==> src/rtl/sr_pkg.sv <==
package sr_pkg;

    typedef enum logic [2:0] {
        ST_IDLE,
        ST_OPCODE,
        ST_WEN_TAIL,
        ST_WSR_DATA,
        ST_WSR_TAIL,
        ST_RSR_OUT,
        ST_DISCARD
    } cmd_state_t;

    typedef enum logic {
        CORE_READY,
        CORE_BUSY
    } core_state_t;

    localparam logic [7:0] OP_WEN = 8'h06;
    localparam logic [7:0] OP_RSR = 8'h05;
    localparam logic [7:0] OP_WSR = 8'h01;

    typedef struct packed {
        logic       srwd;
        logic [1:0] bp;
        logic       wel;
        logic       wip;
    } sr_fields_t;

    function automatic logic [7:0] pack_status(sr_fields_t f);
        return {f.srwd, 3'b000, f.bp, f.wel, f.wip};
    endfunction

endpackage

==> src/rtl/sr_pin_sync.sv <==
module sr_pin_sync #(
    parameter int WIDTH  = 4,
    parameter int STAGES = 2
) (
    input  logic             clk,
    input  logic             rst_n,
    input  logic [WIDTH-1:0] rst_val,
    input  logic [WIDTH-1:0] d_async,
    output logic [WIDTH-1:0] q_sync
);
    logic [WIDTH-1:0] stg [STAGES];

    always_ff @(posedge clk or negedge rst_n) begin
        if (!rst_n) begin
            for (int i = 0; i < STAGES; i++) stg[i] <= rst_val;
        end else begin
            stg[0] <= d_async;
            for (int i = 1; i < STAGES; i++) stg[i] <= stg[i-1];
        end
    end

    assign q_sync = stg[STAGES-1];
endmodule

==> src/rtl/sr_status_core.sv <==
module sr_status_core
    import sr_pkg::*;
#(
    parameter int TW_CYCLES = 1000
) (
    input  logic       clk,
    input  logic       rst_n,
    input  logic       wen_commit,
    input  logic       wsr_start,
    input  logic [7:0] wsr_data,
    input  logic       wp_s,
    output sr_fields_t cur
);
    localparam int CW = $clog2(TW_CYCLES + 1);
    localparam logic [CW-1:0] LOAD = CW'(TW_CYCLES - 1);

    core_state_t state;
    logic [CW-1:0] cnt;
    logic       pend_srwd;
    logic [1:0] pend_bp;

    always_ff @(posedge clk or negedge rst_n) begin
        if (!rst_n) begin
            state     <= CORE_READY;
            cnt       <= '0;
            cur       <= '0;
            pend_srwd <= 1'b0;
            pend_bp   <= 2'b00;
        end else begin
            unique case (state)
                CORE_READY: begin
                    if (wsr_start) begin
                        pend_srwd <= wsr_data[7];
                        pend_bp   <= wsr_data[3:2];
                        cnt       <= LOAD;
                        cur.wip   <= 1'b1;
                        state     <= CORE_BUSY;
                    end else if (wen_commit) begin
                        cur.wel <= 1'b1;
                    end
                end
                CORE_BUSY: begin
                    if (cnt == '0) begin
                        cur.srwd <= pend_srwd;
                        cur.bp   <= pend_bp;
                        cur.wel  <= 1'b0;
                        cur.wip  <= 1'b0;
                        state    <= CORE_READY;
                    end else begin
                        cnt <= cnt - 1'b1;
                    end
                end
                default: state <= CORE_READY;
            endcase
        end
    end

    assert_start_has_wel_R4: assert property (@(posedge clk) disable iff (!rst_n)
        wsr_start |-> cur.wel);
    assert_start_not_busy_R10: assert property (@(posedge clk) disable iff (!rst_n)
        (wsr_start || wen_commit) |-> !cur.wip);
    assert_hw_protect_R9: assert property (@(posedge clk) disable iff (!rst_n)
        wsr_start |-> !(cur.srwd && !wp_s));
    assert_wel_cleared_R6: assert property (@(posedge clk) disable iff (!rst_n)
        $fell(cur.wip) |-> !cur.wel);
    assert_prot_deferred_R7: assert property (@(posedge clk) disable iff (!rst_n)
        (cur.bp != $past(cur.bp) || cur.srwd != $past(cur.srwd)) |-> ($past(cur.wip) && !cur.wip));
endmodule

==> src/rtl/sr_cmd_fsm.sv <==
module sr_cmd_fsm
    import sr_pkg::*;
(
    input  logic       clk,
    input  logic       rst_n,
    input  logic       csn_s,
    input  logic       sck_s,
    input  logic       mosi_s,
    input  logic       wp_s,
    input  sr_fields_t cur,
    output logic       wen_commit,
    output logic       wsr_start,
    output logic [7:0] wsr_data,
    output logic       miso
);
    cmd_state_t state, state_n;
    logic       sck_q, csn_q;
    logic [2:0] bit_cnt;
    logic [7:0] shreg;
    logic [2:0] out_idx;
    logic [7:0] snap;
    logic       miso_q;
    logic [7:0] stat_byte;
    logic [7:0] op_full;

    wire sck_rise = sck_s & ~sck_q;
    wire sck_fall = ~sck_s & sck_q;
    wire cs_fall  = ~csn_s & csn_q;
    wire cs_rise  = csn_s & ~csn_q;

    assign stat_byte = pack_status(cur);
    assign op_full   = {shreg[6:0], mosi_s};

    always_comb begin
        state_n = state;
        unique case (state)
            ST_IDLE:     if (cs_fall) state_n = ST_OPCODE;
            ST_OPCODE: begin
                if (cs_rise) state_n = ST_IDLE;
                else if (sck_rise && bit_cnt == 3'd7) begin
                    unique case (op_full)
                        OP_WEN:  state_n = ST_WEN_TAIL;
                        OP_WSR:  state_n = ST_WSR_DATA;
                        OP_RSR:  state_n = ST_RSR_OUT;
                        default: state_n = ST_DISCARD;
                    endcase
                end
            end
            ST_WEN_TAIL: begin
                if (cs_rise) state_n = ST_IDLE;
                else if (sck_rise) state_n = ST_DISCARD;
            end
            ST_WSR_DATA: begin
                if (cs_rise) state_n = ST_IDLE;
                else if (sck_rise && bit_cnt == 3'd7) state_n = ST_WSR_TAIL;
            end
            ST_WSR_TAIL: begin
                if (cs_rise) state_n = ST_IDLE;
                else if (sck_rise) state_n = ST_DISCARD;
            end
            ST_RSR_OUT:  if (cs_rise) state_n = ST_IDLE;
            ST_DISCARD:  if (cs_rise) state_n = ST_IDLE;
            default:     state_n = ST_IDLE;
        endcase
    end

    always_ff @(posedge clk or negedge rst_n) begin
        if (!rst_n) begin
            state   <= ST_IDLE;
            sck_q   <= 1'b0;
            csn_q   <= 1'b1;
            bit_cnt <= 3'd0;
            shreg   <= 8'h00;
        end else begin
            state <= state_n;
            sck_q <= sck_s;
            csn_q <= csn_s;
            if (cs_fall) begin
                bit_cnt <= 3'd0;
            end else if (sck_rise && (state == ST_OPCODE || state == ST_WSR_DATA)) begin
                shreg   <= op_full;
                bit_cnt <= bit_cnt + 3'd1;
            end
        end
    end

    always_comb begin
        wen_commit = (state == ST_WEN_TAIL) && cs_rise && !cur.wip;
        wsr_start  = (state == ST_WSR_TAIL) && cs_rise && cur.wel && !cur.wip
                     && !(cur.srwd && !wp_s);
        wsr_data   = shreg;
        miso       = miso_q;
    end

    always_ff @(posedge clk or negedge rst_n) begin
        if (!rst_n) begin
            miso_q  <= 1'b0;
            out_idx <= 3'd7;
            snap    <= 8'h00;
        end else if (state != ST_RSR_OUT) begin
            miso_q  <= 1'b0;
            out_idx <= 3'd7;
        end else if (sck_fall) begin
            if (out_idx == 3'd7) begin
                snap   <= stat_byte;
                miso_q <= stat_byte[7];
            end else begin
                miso_q <= snap[out_idx];
            end
            out_idx <= out_idx - 3'd1;
        end
    end

    assert_miso_quiet_R3: assert property (@(posedge clk) disable iff (!rst_n)
        (state != ST_RSR_OUT) |=> (miso == 1'b0));
    assert_commit_one_kind_R5: assert property (@(posedge clk) disable iff (!rst_n)
        !(wen_commit && wsr_start));
endmodule

==> src/rtl/spi_sr_ctrl.sv <==
module spi_sr_ctrl
    import sr_pkg::*;
#(
    parameter int TW_CYCLES   = 1000,
    parameter int SYNC_STAGES = 2
) (
    input  logic       clk,
    input  logic       rst_n,
    input  logic       spi_csn,
    input  logic       spi_sck,
    input  logic       spi_mosi,
    output logic       spi_miso,
    input  logic       wp_n,
    output logic [1:0] blk_prot
);
    localparam int NPINS = 4;

    logic [NPINS-1:0] pins_s;
    logic       wen_commit, wsr_start;
    logic [7:0] wsr_data;
    sr_fields_t cur;

    sr_pin_sync #(.WIDTH(NPINS), .STAGES(SYNC_STAGES)) u_sync (
        .clk     (clk),
        .rst_n   (rst_n),
        .rst_val (4'b1100),
        .d_async ({wp_n, spi_csn, spi_sck, spi_mosi}),
        .q_sync  (pins_s)
    );

    sr_cmd_fsm u_fsm (
        .clk        (clk),
        .rst_n      (rst_n),
        .csn_s      (pins_s[2]),
        .sck_s      (pins_s[1]),
        .mosi_s     (pins_s[0]),
        .wp_s       (pins_s[3]),
        .cur        (cur),
        .wen_commit (wen_commit),
        .wsr_start  (wsr_start),
        .wsr_data   (wsr_data),
        .miso       (spi_miso)
    );

    sr_status_core #(.TW_CYCLES(TW_CYCLES)) u_core (
        .clk        (clk),
        .rst_n      (rst_n),
        .wen_commit (wen_commit),
        .wsr_start  (wsr_start),
        .wsr_data   (wsr_data),
        .wp_s       (pins_s[3]),
        .cur        (cur)
    );

    assign blk_prot = cur.bp;
endmodule

==> config.mk <==
export PLATFORM = sky130hd
export DESIGN_NAME = spi_sr_ctrl
export DESIGN_NICKNAME = d
export VERILOG_FILES = /design/src/rtl/sr_pkg.sv /design/src/rtl/sr_pin_sync.sv /design/src/rtl/sr_status_core.sv /design/src/rtl/sr_cmd_fsm.sv /design/src/rtl/spi_sr_ctrl.sv
export SDC_FILE = /design/constraint.sdc
export NUM_CORES = 1
export LEC_CHECK = 0
export BUFFER_PORTS_ARGS = -buffer_cell sky130_fd_sc_hd__buf_2
export CAP_MARGIN = 20
export CORE_ASPECT_RATIO = 0.5
export CORE_MARGIN = 1
export CORE_UTILIZATION = 50
export CTS_CLUSTER_SIZE = 40
export DETAILED_ROUTE_END_ITERATION = 10
export PLACE_DENSITY = 0.67
export SYNTH_ARGS = -nofsm -noshare
export SYNTH_HDL_FRONTEND = slang
export SYNTH_SLANG_ARGS = --single-unit
==> constraint.sdc <==
create_clock -name clk -period 2.3 [get_ports clk]
set_input_delay 0.115 -clock clk [delete_from_list [all_inputs] [get_ports clk]]
set_output_delay 0.115 -clock clk [all_outputs]
set_load 0.02 [all_outputs]
* Word-level counts from Yosys, hierarchy flattened *
Cells that the tools add are included.

word-level totals
  word-level logic and storage cells = 112
  flip-flop bits (word level) = 52
  bits of input ports = 6

operators by class
  reduce and logical (&&, ||, !) cells = 27
  bitwise gates (word level) = 11
  magnitude comparators = 1
  $add $sub $neg = 3
  eq/ne operators = 22
  muxes and demuxes = 30

operators by type and width
  operator                                                                       number
  3-bit 2-to-1 mux                                                               12
  10-bit 2-to-1 mux                                                              2
  10-bit one-hot mux with 2 select lines                                         1
  8-bit by 3-bit equality test with 1-bit output (second input constant)         2
  3-bit equality test (second input constant)                                    5
  3-bit one-hot mux with 5 select lines                                          1
  10-bit logical NOT                                                             1
  2-bit AND reduction                                                            5
  10-bit by 1-bit subtractor with 10-bit output (second input constant)          1
  1-bit logical AND                                                              9
  1-bit 2-to-1 mux                                                               9
  3-bit by 1-bit inequality test with 1-bit output (second input constant)       3
  3-bit one-hot mux with 3 select lines                                          1
  8-bit by 1-bit equality test with 1-bit output (second input constant)         1
  2-bit by 1-bit inequality test with 1-bit output (second input constant)       4
  1-bit inverter                                                                 7
  3-bit by 2-bit equality test with 1-bit output (second input constant)         2
  2-bit inequality test (second input constant)                                  3
  3-bit AND reduction                                                            2
  5-bit AND reduction                                                            1
  1-bit AND                                                                      4
  3-bit by 4-bit less-than comparator with 1-bit output (second input constant)  1
  2-bit one-hot mux with 2 select lines                                          1
  2-bit nonzero test                                                             2
  other kinds (11)                                                               14

* Depth between registers and ports, before layout *
Gate-level depths: netlist of run 1.

  depth after elaboration = 8
  mapped depth = 6
  gate-level depth less buffers = 6

* Least setup slack after synthesis of run 1 *
Ideal clock, no wire load.

  path kind = reg2reg
  start point = register u_core.cnt[0]
  end point = register, netlist name u_core.cur[2]
  arrival time = 1.582 ns
  path slack = 0.590 ns
  cell stages (with the launch flop) = 6
  clock period less this slack = 1.710 ns
  cells stage by stage = dfrtp_1 -> inv_1 -> ha_1 -> nor4b_4 -> nand3_1 -> mux2_1

between the ends
  cells in the longest elaborated chain, start to end = 2

ends and longest elaborated chain
  element                        line                  text
  start: declaration             sr_status_core.sv:18  logic [CW-1:0] cnt;
  start signal: assignment       sr_status_core.sv:50  cnt <= cnt - 1'b1;
  10-bit logical NOT             sr_status_core.sv:43  if (cnt == '0) begin
  2-bit AND reduction (no line)  --

No other way between the ends.
A chain may end at the register's enable or synchronous reset.

* Final worst setup path of run 1 *
  start point = register u_fsm.state[2]
  end point = register u_core.pend_bp[1]

between the ends
  cells in the longest elaborated chain, start to end = 6

ends and longest elaborated chain
  element                          line                  text
  start: declaration               sr_cmd_fsm.sv:16      cmd_state_t state, state_n;
  start signal: assignment         sr_cmd_fsm.sv:75      state <= state_n;
  3-bit equality test              sr_cmd_fsm.sv:89      wsr_start = (state == ST_WSR_TAIL) && cs_rise && cur.wel && !cur.wip
  1-bit logical AND (3 in series)  sr_cmd_fsm.sv:89
  1-bit logical AND                sr_cmd_fsm.sv:90      && !(cur.srwd && !wp_s);
  2-bit AND reduction (no line)    --
  end signal: assignment           sr_status_core.sv:34  pend_bp <= wsr_data[3:2];
  end: declaration                 sr_status_core.sv:20  logic [1:0] pend_bp;

No other way between the ends.

==> results of run 1 <==
-- critical path: stages, from the launching register on --
cell,delay [ns]
dfrtp_1,0.46
nor2b_1,0.23
and3_1,0.26
nand2_1,0.30
mux2_1,0.42
-- what timing repair did --
item,in CTS,in global routing
endpoints found under the hold margin,48,0
hold buffers,5,0
resized for setup,0,0
-- worst paths after layout --
path,to,slack (ns),depth (start not counted)
max,u_core.pend_bp[1],0.53,4
min,u_sync.q_sync[3],0.36,0
max reg2reg,u_core.pend_bp[1],0.53,4
min reg2reg,u_sync.q_sync[3],0.36,0
max in group asynchronous,u_fsm.bit_cnt[1],1.41,3
min in group asynchronous,u_core.cnt[9],0.45,3
-- flip-flops by register name (all words and copies together), names as in the netlist --
name and cells:
u_sync.q_sync 4, u_fsm.wsr_data 8, u_fsm.snap 5, u_fsm.sck_q 1, u_fsm.state 3, u_core.cnt 10, u_core.pend_srwd 1, u_core.pend_bp 2
u_fsm.bit_cnt 3, u_fsm.csn_q 1, u_fsm.miso 1, u_core.state 1, u_sync.stg 4, u_core.cur 5, u_fsm.out_idx 3
-- cells by family after synthesis --
group	share of synthesized area, %
flip-flops	54.9
AO/OA/AOI/OAI	7.80
AND/OR/NAND/NOR	18.2
buffers and inverters	2.72
multiplexers	11.1
adder cells (fa/ha/maj)	3.14
XOR/XNOR	2.20
-- through the flow --
step	hold WS [ns]	util, %	instances	total power, mW
2_1_floorplan	-0.181	-	200	1.17
3_3_place_gp	0.221	56.0	271	1.22
3_5_place_dp	0.222	56.0	271	1.23
4_1_cts	0.363	59.0	284	1.75
5_1_grt	0.369	59.0	284	1.82
6_report	0.361	59.0	284	1.73
-- final cells by class --
cell class              instances  share of cell area (%)
clock buffers                   5                    2.60
clock inverters                 3                   0.709
inverters                       7                   0.992
multi-input cells             133                    38.3
flip-flops and latches         52                    49.5
well taps                      66                    3.12
repair buffers                 18                    4.82
-- routing by layer --
layer,part of all wire (%),global-route usage (%),up-vias
met4,0.34,4.66,0
met3,2.5,5.06,2
met5,0,0,-
li1,-,-,741
met1,51,25.0,766
met2,46,31.0,12
-- cells in the mapped netlist --
cell type / number
nor3b_1: 3
nor4_2: 1
nand2_1: 25
and3b_1: 1
and3_1: 3
xnor2_1: 6
a21oi_1: 8
o21ai_0: 1
a32oi_1: 1
nor2b_1: 4
nor4b_1: 1
and4bb_2: 1
dfstp_2: 8
mux4_2: 1
a31o_1: 1
nand2b_1: 5
a2111oi_4: 1
o22ai_1: 1
nand3_1: 4
mux2i_1: 4
nor4_1: 4
nand4b_1: 1
nor4b_4: 1
nor3_2: 2
buf_2: 1
o211ai_1: 3
a31oi_1: 2
mux2_1: 18
clkbuf_1: 5
dfrtp_1: 44
or4b_4: 1
and2_1: 2
o21ai_1: 3
buf_4: 2
a32o_1: 1
or3_1: 2
nor2_1: 7
ha_1: 6
inv_1: 7
nand4bb_1: 1
a211oi_1: 2
nor4bb_1: 2
o31ai_1: 2
or2_2: 1
-- power breakdown --
| group | total [mW] | internal [mW] | switching, mW |
|---|---|---|---|
| logic | 0.166 | 0.0842 | 0.0821 |
| clock network | 0.514 | 0.213 | 0.301 |
| registers | 1.05 | 0.986 | 0.0678 |
| total | 1.73 | 1.28 | 0.450 |
==> reports/results.ini, run 1 <==
[run_status]
outcome=completed

[route]
wirelength_mm=4.07
drt_iter0_drc=59
post-route-drc-count=0
drtPass1Iterations=4
drtAntennaViolNets=0
wl_per_cell_microns=14.3
vias=1521
routed_via_density=5.36

[synthesis]
synth_cells=200
synth_seq_area_share_pct=54.9
synth_area_leaders=dfrtp_1, dfstp_2, mux2_1
synth_cell_types=44
synth_area_per_cell_sq_um=11.9
syn_nets=212
netlist_area_sq_um=2390
synth-seq-cells=52
yosysWarningCount=0
yosys.area.top_type_share_pct=46.1
yosysTopAreaCell=dfrtp_1

[clock_network]
cts_tree=yes
clk_latency_ns=0.30
numCtsBuffers=5
clock_tree.buffer_depth=2
cts_setup_buffers=0
clkSinkCount=52
root_buffer=clkbuf_8
htree_levels=2
clk_pin_slew_ns=0.10

[sta]
rsz0062_at_grt=false
setup_violations=0
timing.setup.tns_ns=0
fmax_mhz=566
finalMaxSlewViolations=0
hold_viol_final=0
tightest_slew_ns=0.656
fin_crit_sh_pct=76.7
min_period_ns=1.77
skew_ns=0.00760
slew_headroom_pct=56.3
timing.final.ws_setup_ns=0.535

[setup_path]
required_ns=2.49
r2r_start=u_fsm.state[2]
critPathKind=flop to flop
startpoint_type=flop
startpoint=u_fsm.state[2]
crit_arrival_ns=1.96
critPathMaxFanout=12
crit_path_end_kind=flop

[layout]
drive_gt1_share_pct=17.4
nets=229
final_cell_mix=dfrtp_1, nand2_1, mux2_1
regArea_sq_um=1310
synthToLayoutAreaGrowth_pct=10.8
antennaDiodeCount=0
multiInputGateArea_sq_um=1010
n_fill_cell=374
fin_area_sq_um=2650
final_common_cell=dfrtp_1

[min_path]
hold_start=u_sync.stg[7]
hp-class=flop to flop

[grt]
grt_usage_pct=18.8
antenna_found_initial=0
grt_pass1_wl_mm=7.20
grt_max_degree=53
grt_overflow=0
first_global_vias=1541

[floorplan]
num_rows=17
die-area_sq_um=5080
start_util_pct=53.2
ioPinCount=9
fp.dieH_microns=50.9
die_width_microns=99.8
core_sq_um=4490

[placed_design]
place_area_sq_um=2510
dp_hpwl_mm=2.82
post-place-ws_ns=0.516
portBuffers=8
place.gp.congestion=0.835

[pwr]
p_leak_nw=1.26
power_density_nw_per_um2=655
vdd_drop_max_mv=0.437

[flow_run]
cap_violations=0

No activity file was read; power rests on OpenSTA's default activity.
==> run 2: changes to the inputs <==
Settings changed: PLACE_DENSITY 0.67 to 0.69.
Clock period 2.3 ns to 1.48 ns, I/O delays scaled along.
==> reports/results.ini, run 2 (synthesis results as in run 1) <==
[run_status]
outcome=finished, violations left
violations=negative setup slack

[layout]
antennaDiodeCount=0  ; unchanged
final_common_cell=dfrtp_1
regMostFlops=u_core.cnt
fin_area_sq_um=3270  ; +23%
drive_gt1_share_pct=43.1  ; +26 points
synthToLayoutAreaGrowth_pct=36.9
nets=264  ; +15%
final_util_pct=72.9  ; +14 points
largest_reg_flops=10  ; unchanged
final_cell_mix=dfrtp_1, buf_4, nand2_1, mux2_1

[setup_path]
startpoint_type=flop
startpoint=u_core.cnt[0]
r2r_setup_slack_ns=-0.14  ; -0.68 ns
critPathMaxFanout=5  ; -7
ff2ff_path_depth=6  ; +2
critPathKind=flop to flop
crit_arrival_ns=1.83  ; -0.13 ns
r2r_start=u_core.cnt[0]
required_ns=1.68  ; -0.81 ns
crit_path_end_kind=flop
r2r-end=u_core.cur[2]

[placed_design]
dp_hpwl_mm=3.20  ; +13%
post-place-ws_ns=-0.140  ; -0.657 ns
place_area_sq_um=2800  ; +12%
place.gp.congestion=0.829  ; -0.72%
portBuffers=8  ; unchanged

[clock_network]
clk_latency_ns=0.32  ; +0.02 ns
clkSinkCount=52  ; unchanged
numCtsBuffers=5  ; unchanged
cts_tree=yes
htree_levels=2  ; unchanged
clk_pin_slew_ns=0.10  ; about the same
root_buffer=clkbuf_8
clock_tree.buffer_depth=2  ; unchanged

[floorplan]
die_width_microns=99.8  ; unchanged
start_util_pct=53.2  ; unchanged
fp.dieH_microns=50.9  ; unchanged
num_rows=17  ; unchanged
core_sq_um=4490  ; unchanged
die-area_sq_um=5080  ; unchanged
ioPinCount=9  ; unchanged

[grt]
grt_pass1_wl_mm=8.16  ; +13%
antenna_found_initial=0  ; unchanged
first_global_vias=1706  ; +11%
grt_max_degree=35  ; -34%
grt_usage_pct=22.0  ; +3.2 points
grt_overflow=0  ; unchanged

[route]
routed_via_density=5.32  ; -0.73%
wl_per_cell_microns=15.7  ; +9.9%
vias=1696  ; +12%
post-route-drc-count=0  ; unchanged
drtPass1Iterations=4  ; unchanged
drtAntennaViolNets=0  ; unchanged
drt_iter0_drc=54  ; -8.5%
wirelength_mm=5.02  ; +23%

[pwr]
intPower_mw=2.39  ; +86%
p_leak_nw=1.53  ; +21%
power_density_nw_per_um2=956  ; +46%
combPwrFrac_pct=10.7  ; +1.1 points
p_sw_share_pct=23.6  ; -2.4 points
pwr-share-seq_pct=51.8  ; -9.0 points
p_clk_share_pct=37.5  ; +7.9 points
p_sw_uw=739  ; +64%
vdd_drop_max_mv=0.701  ; +60%

[sta]
min_period_ns=1.62  ; -0.140 ns
fmax_mhz=615  ; +8.6%
timing.final.ws_setup_ns=-0.145  ; -0.680 ns
setup_violations=15  ; +15
skew_ns=0.00994  ; +0.00235 ns
hold_viol_final=0  ; unchanged
fin_crit_sh_pct=110  ; +33 points
rsz0062_at_grt=true
tightest_slew_ns=0.441  ; -0.215 ns
slew_headroom_pct=70.6  ; +14 points
finalMaxSlewViolations=0  ; unchanged
timing.hold.ws_ns=0.220  ; -0.142 ns

[min_path]
hp-class=input port to async pin

[flow_run]
cap_violations=0  ; unchanged

## run 2: power groups by stage
| stage | combinational [mW] | clock [mW] | sequential, mW |
|---|---|---|---|
| after CTS | 0.317 | 1.20 | 1.62 |
| after detailed placement | 0.301 | 0 | 1.65 |
| after floorplan | 0.197 | 0 | 1.62 |
| after global placement | 0.294 | 0 | 1.64 |
| after global routing | 0.374 | 1.26 | 1.64 |
| final | 0.333 | 1.17 | 1.62 |
## run 2: per-layer routing
metal	wire [microns]	global-route usage, %	vias up	share of wire [%]
met1	2290	27.2	855	46
met4	89	9.31	0	1.8
li1	-	-	813	-
met2	2500	36.3	21	50
met3	136	6.70	7	2.7
met5	0	0	-	0
## run 2: per-stage QoR
| step | total power, mW | setup TNS, ns | cells |
|---|---|---|---|
| floorplan | 1.82 | -1.29 | 200 |
| global route | 3.27 | -2.24 | 319 |
| finish | 3.13 | -0.934 | 319 |
| CTS | 3.14 | -0.683 | 312 |
| global placement | 1.94 | -0.607 | 298 |
| detailed placement | 1.95 | -1.42 | 298 |
## run 2: how the worst max path moves through the flow
stage | to | cells after the start
after floorplan | u_core.cur[2] | 5
after global placement | u_core.cnt[8] | 7
after detailed placement | u_core.cnt[8] | 7
after CTS | u_core.cur[2] | 5
after global routing | u_core.cnt[1] | 7
final | u_core.cur[2] | 6
## run 2: layout make-up
cell class / instances / area [sq um]
flip-flops and latches: 52 / 1310
multi-input cells: 133 / 1280
fillers: 307 / 1220
repair buffers: 53 / 433
well taps: 66 / 82.6
clock buffers: 5 / 68.8
clock inverters: 3 / 68.8
inverters: 7 / 26.3
## run 2: what timing repair did
item / CTS / global route
setup endpoints to repair: 32 / 30
resized for setup: 22 / 24
hold buffers: 5 / 0
setup buffers: 1 / 7
endpoints found under the hold margin: 16 / 0
gates cloned: 0 / 0
pin swaps: 13 / 10
## run 2: worst max-delay path: stages (launching register included)
cell and delay (ns):
dfrtp_1 0.41, inv_2 0.10, ha_4 0.13, nor4b_4 0.24, buf_4 0.20, nand3_4 0.11
mux2_4 0.33
==> run 3: changes to the inputs <==
--- a/config.mk
+++ b/config.mk
@@ -10,8 +10,7 @@
 export CORE_ASPECT_RATIO = 0.5
 export CORE_MARGIN = 1
-export CORE_UTILIZATION = 50
+export CORE_UTILIZATION = 30
 export CTS_CLUSTER_SIZE = 40
 export DETAILED_ROUTE_END_ITERATION = 10
-export PLACE_DENSITY = 0.69
 export SYNTH_ARGS = -nofsm -noshare
 export SYNTH_HDL_FRONTEND = slang
==> constraint.sdc (replaced) <==
create_clock -name clk -period 1.48 [get_ports clk]
set_input_delay 0.074 -clock clk [delete_from_list [all_inputs] [get_ports clk]]
set_output_delay 0.074 -clock clk [all_outputs]
set_load 0.005 [all_outputs]
==> reports/results.ini, run 3 (synthesis results as in run 1) <==
[run_status]
outcome=finished, violations left
violations=negative setup slack

[clock_network]
root_buffer=clkbuf_16
clk_latency_ns=0.29  ; -0.03 ns
htree_levels=2  ; unchanged
numCtsBuffers=5  ; unchanged
clkSinkCount=52  ; unchanged
cts_tree=yes
clock_tree.buffer_depth=2  ; unchanged
clk_pin_slew_ns=0.07  ; -0.03 ns

[placed_design]
dp_hpwl_mm=3.32  ; +3.6%
portBuffers=8  ; unchanged
place_inst=343  ; +15%
place.gp.congestion=0.783  ; -5.6%
place_area_sq_um=2890  ; +3.1%
post-place-ws_ns=-0.186  ; -0.0454 ns

[route]
routed_via_density=4.69  ; -12%
vias=1708  ; +0.71%
drtPass1Iterations=4  ; unchanged
drtAntennaViolNets=0  ; unchanged
wl_per_cell_microns=13.5  ; -14%
wirelength_mm=4.90  ; -2.3%
drt_iter0_drc=42  ; -22%
post-route-drc-count=0  ; unchanged

[layout]
drive_gt1_share_pct=46.9  ; +3.8 points
fin_area_sq_um=3390  ; +3.6%
regArea_sq_um=1310  ; unchanged
n_fill_cell=652  ; +110%
final_util_pct=45.1  ; -28 points
largest_reg_flops=10  ; unchanged
stdcell_count=364  ; +14%
final_common_cell=dfrtp_1
multiInputGateArea_sq_um=1300  ; +1.7%
regMostFlops=u_core.cnt
synthToLayoutAreaGrowth_pct=41.7
final_cell_mix=dfrtp_1, buf_4, nand2_1, mux2_4
antennaDiodeCount=0  ; unchanged
nets=267  ; +1.1%

[grt]
antenna_found_initial=0  ; unchanged
grt_overflow=0  ; unchanged
first_global_vias=1794  ; +5.2%
grt_pass1_wl_mm=8.25  ; +1.2%
grt_max_degree=37  ; +5.7%
grt_usage_pct=12.9  ; -9.1 points

[sta]
timing.final.ws_setup_ns=-0.148  ; -0.00308 ns
min_period_ns=1.63  ; +0.00308 ns
hold_viol_final=0  ; unchanged
slew_headroom_pct=66.0  ; -4.6 points
timing.hold.ws_ns=0.244  ; +0.0243 ns
finalMaxSlewViolations=0  ; unchanged
fmax_mhz=614  ; -0.19%
fin_crit_sh_pct=110  ; +0.21 points
setup_violations=22  ; +7
tightest_slew_ns=0.503  ; +0.0623 ns
rsz0062_at_grt=true
skew_ns=0.00384  ; -0.00610 ns

[floorplan]
core_sq_um=7510  ; +67%
start_util_pct=31.8  ; -21 points
num_rows=22  ; +5
ioPinCount=9  ; unchanged
fp.dieH_microns=65.1  ; +28%
die_width_microns=128  ; +29%
die-area_sq_um=8350  ; +64%

[pwr]
p_leak_nw=1.55  ; +1.6%
power_density_nw_per_um2=967  ; +1.1%
vdd_drop_max_mv=0.538  ; -23%

[setup_path]
crit_path_end_kind=flop
critPathMaxFanout=4  ; -1
required_ns=1.70  ; +0.02 ns
ff2ff_path_depth=7  ; +1
crit_arrival_ns=1.84  ; about the same
startpoint_type=flop
critPathKind=flop to flop

[min_path]
hp-class=input port to async pin

[flow_run]
cap_violations=0  ; unchanged

-- run 3: path summary, 6_finish.rpt --
path                               start               end  slack [ns]
min                                rst_n  u_fsm.bit_cnt[2]        0.24
max                        u_core.cnt[0]     u_core.cnt[1]       -0.15
max in group asynchronous          rst_n  u_sync.q_sync[3]        0.65
max reg2reg                u_core.cnt[0]     u_core.cnt[1]       -0.15
min reg2reg                u_sync.stg[4]  u_sync.q_sync[0]        0.35
min in group clk           u_sync.stg[4]  u_sync.q_sync[0]        0.35
-- run 3: metal layers --
layer | share of wire, % | routed length (microns) | vias up | global-route usage [%]
met5 | 0 | 0 | - | 0
met4 | 1.9 | 93 | 0 | 5.44
met3 | 2.9 | 143 | 8 | 3.42
met2 | 51 | 2500 | 27 | 22.8
met1 | 44 | 2170 | 849 | 14.9
li1 | - | - | 824 | -
-- run 3: through the flow --
step,total power [mW],TNS (ns)
after floorplan,1.82,-1.29
after global placement,1.94,-0.594
after detailed placement,1.96,-1.91
after CTS,3.28,-1.15
after global routing,3.42,-3.51
final,3.27,-1.70
-- run 3: critical path, cell delays in order, from the launching register on --
cell and delay (ns):
dfrtp_1 0.43, inv_2 0.10, ha_4 0.13, nor4b_4 0.33, buf_4 0.20, nand3_4 0.07, and3_4 0.17, a31oi_1 0.12
-- run 3: report_power, final --
part	total [mW]	switching, mW	internal (mW)
clock	1.30	0.506	0.794
sequential	1.62	0.0888	1.53
combinational	0.351	0.168	0.183
-- run 3: final cells by class --
type,count,share of cell area (%)
clock buffers,5,3.69
clock inverters,3,1.26
inverters,7,0.776
multi-input cells,133,38.4
flip-flops and latches,52,38.7
well taps,108,3.99
repair buffers,56,13.2
-- run 3: what timing repair did --
item,CTS,global route
pin swaps,13,11
gates resized for setup,24,23
hold buffers,5,0
buffers inserted,4,5
setup endpoints to repair,33,28
endpoints found under the hold margin,17,0
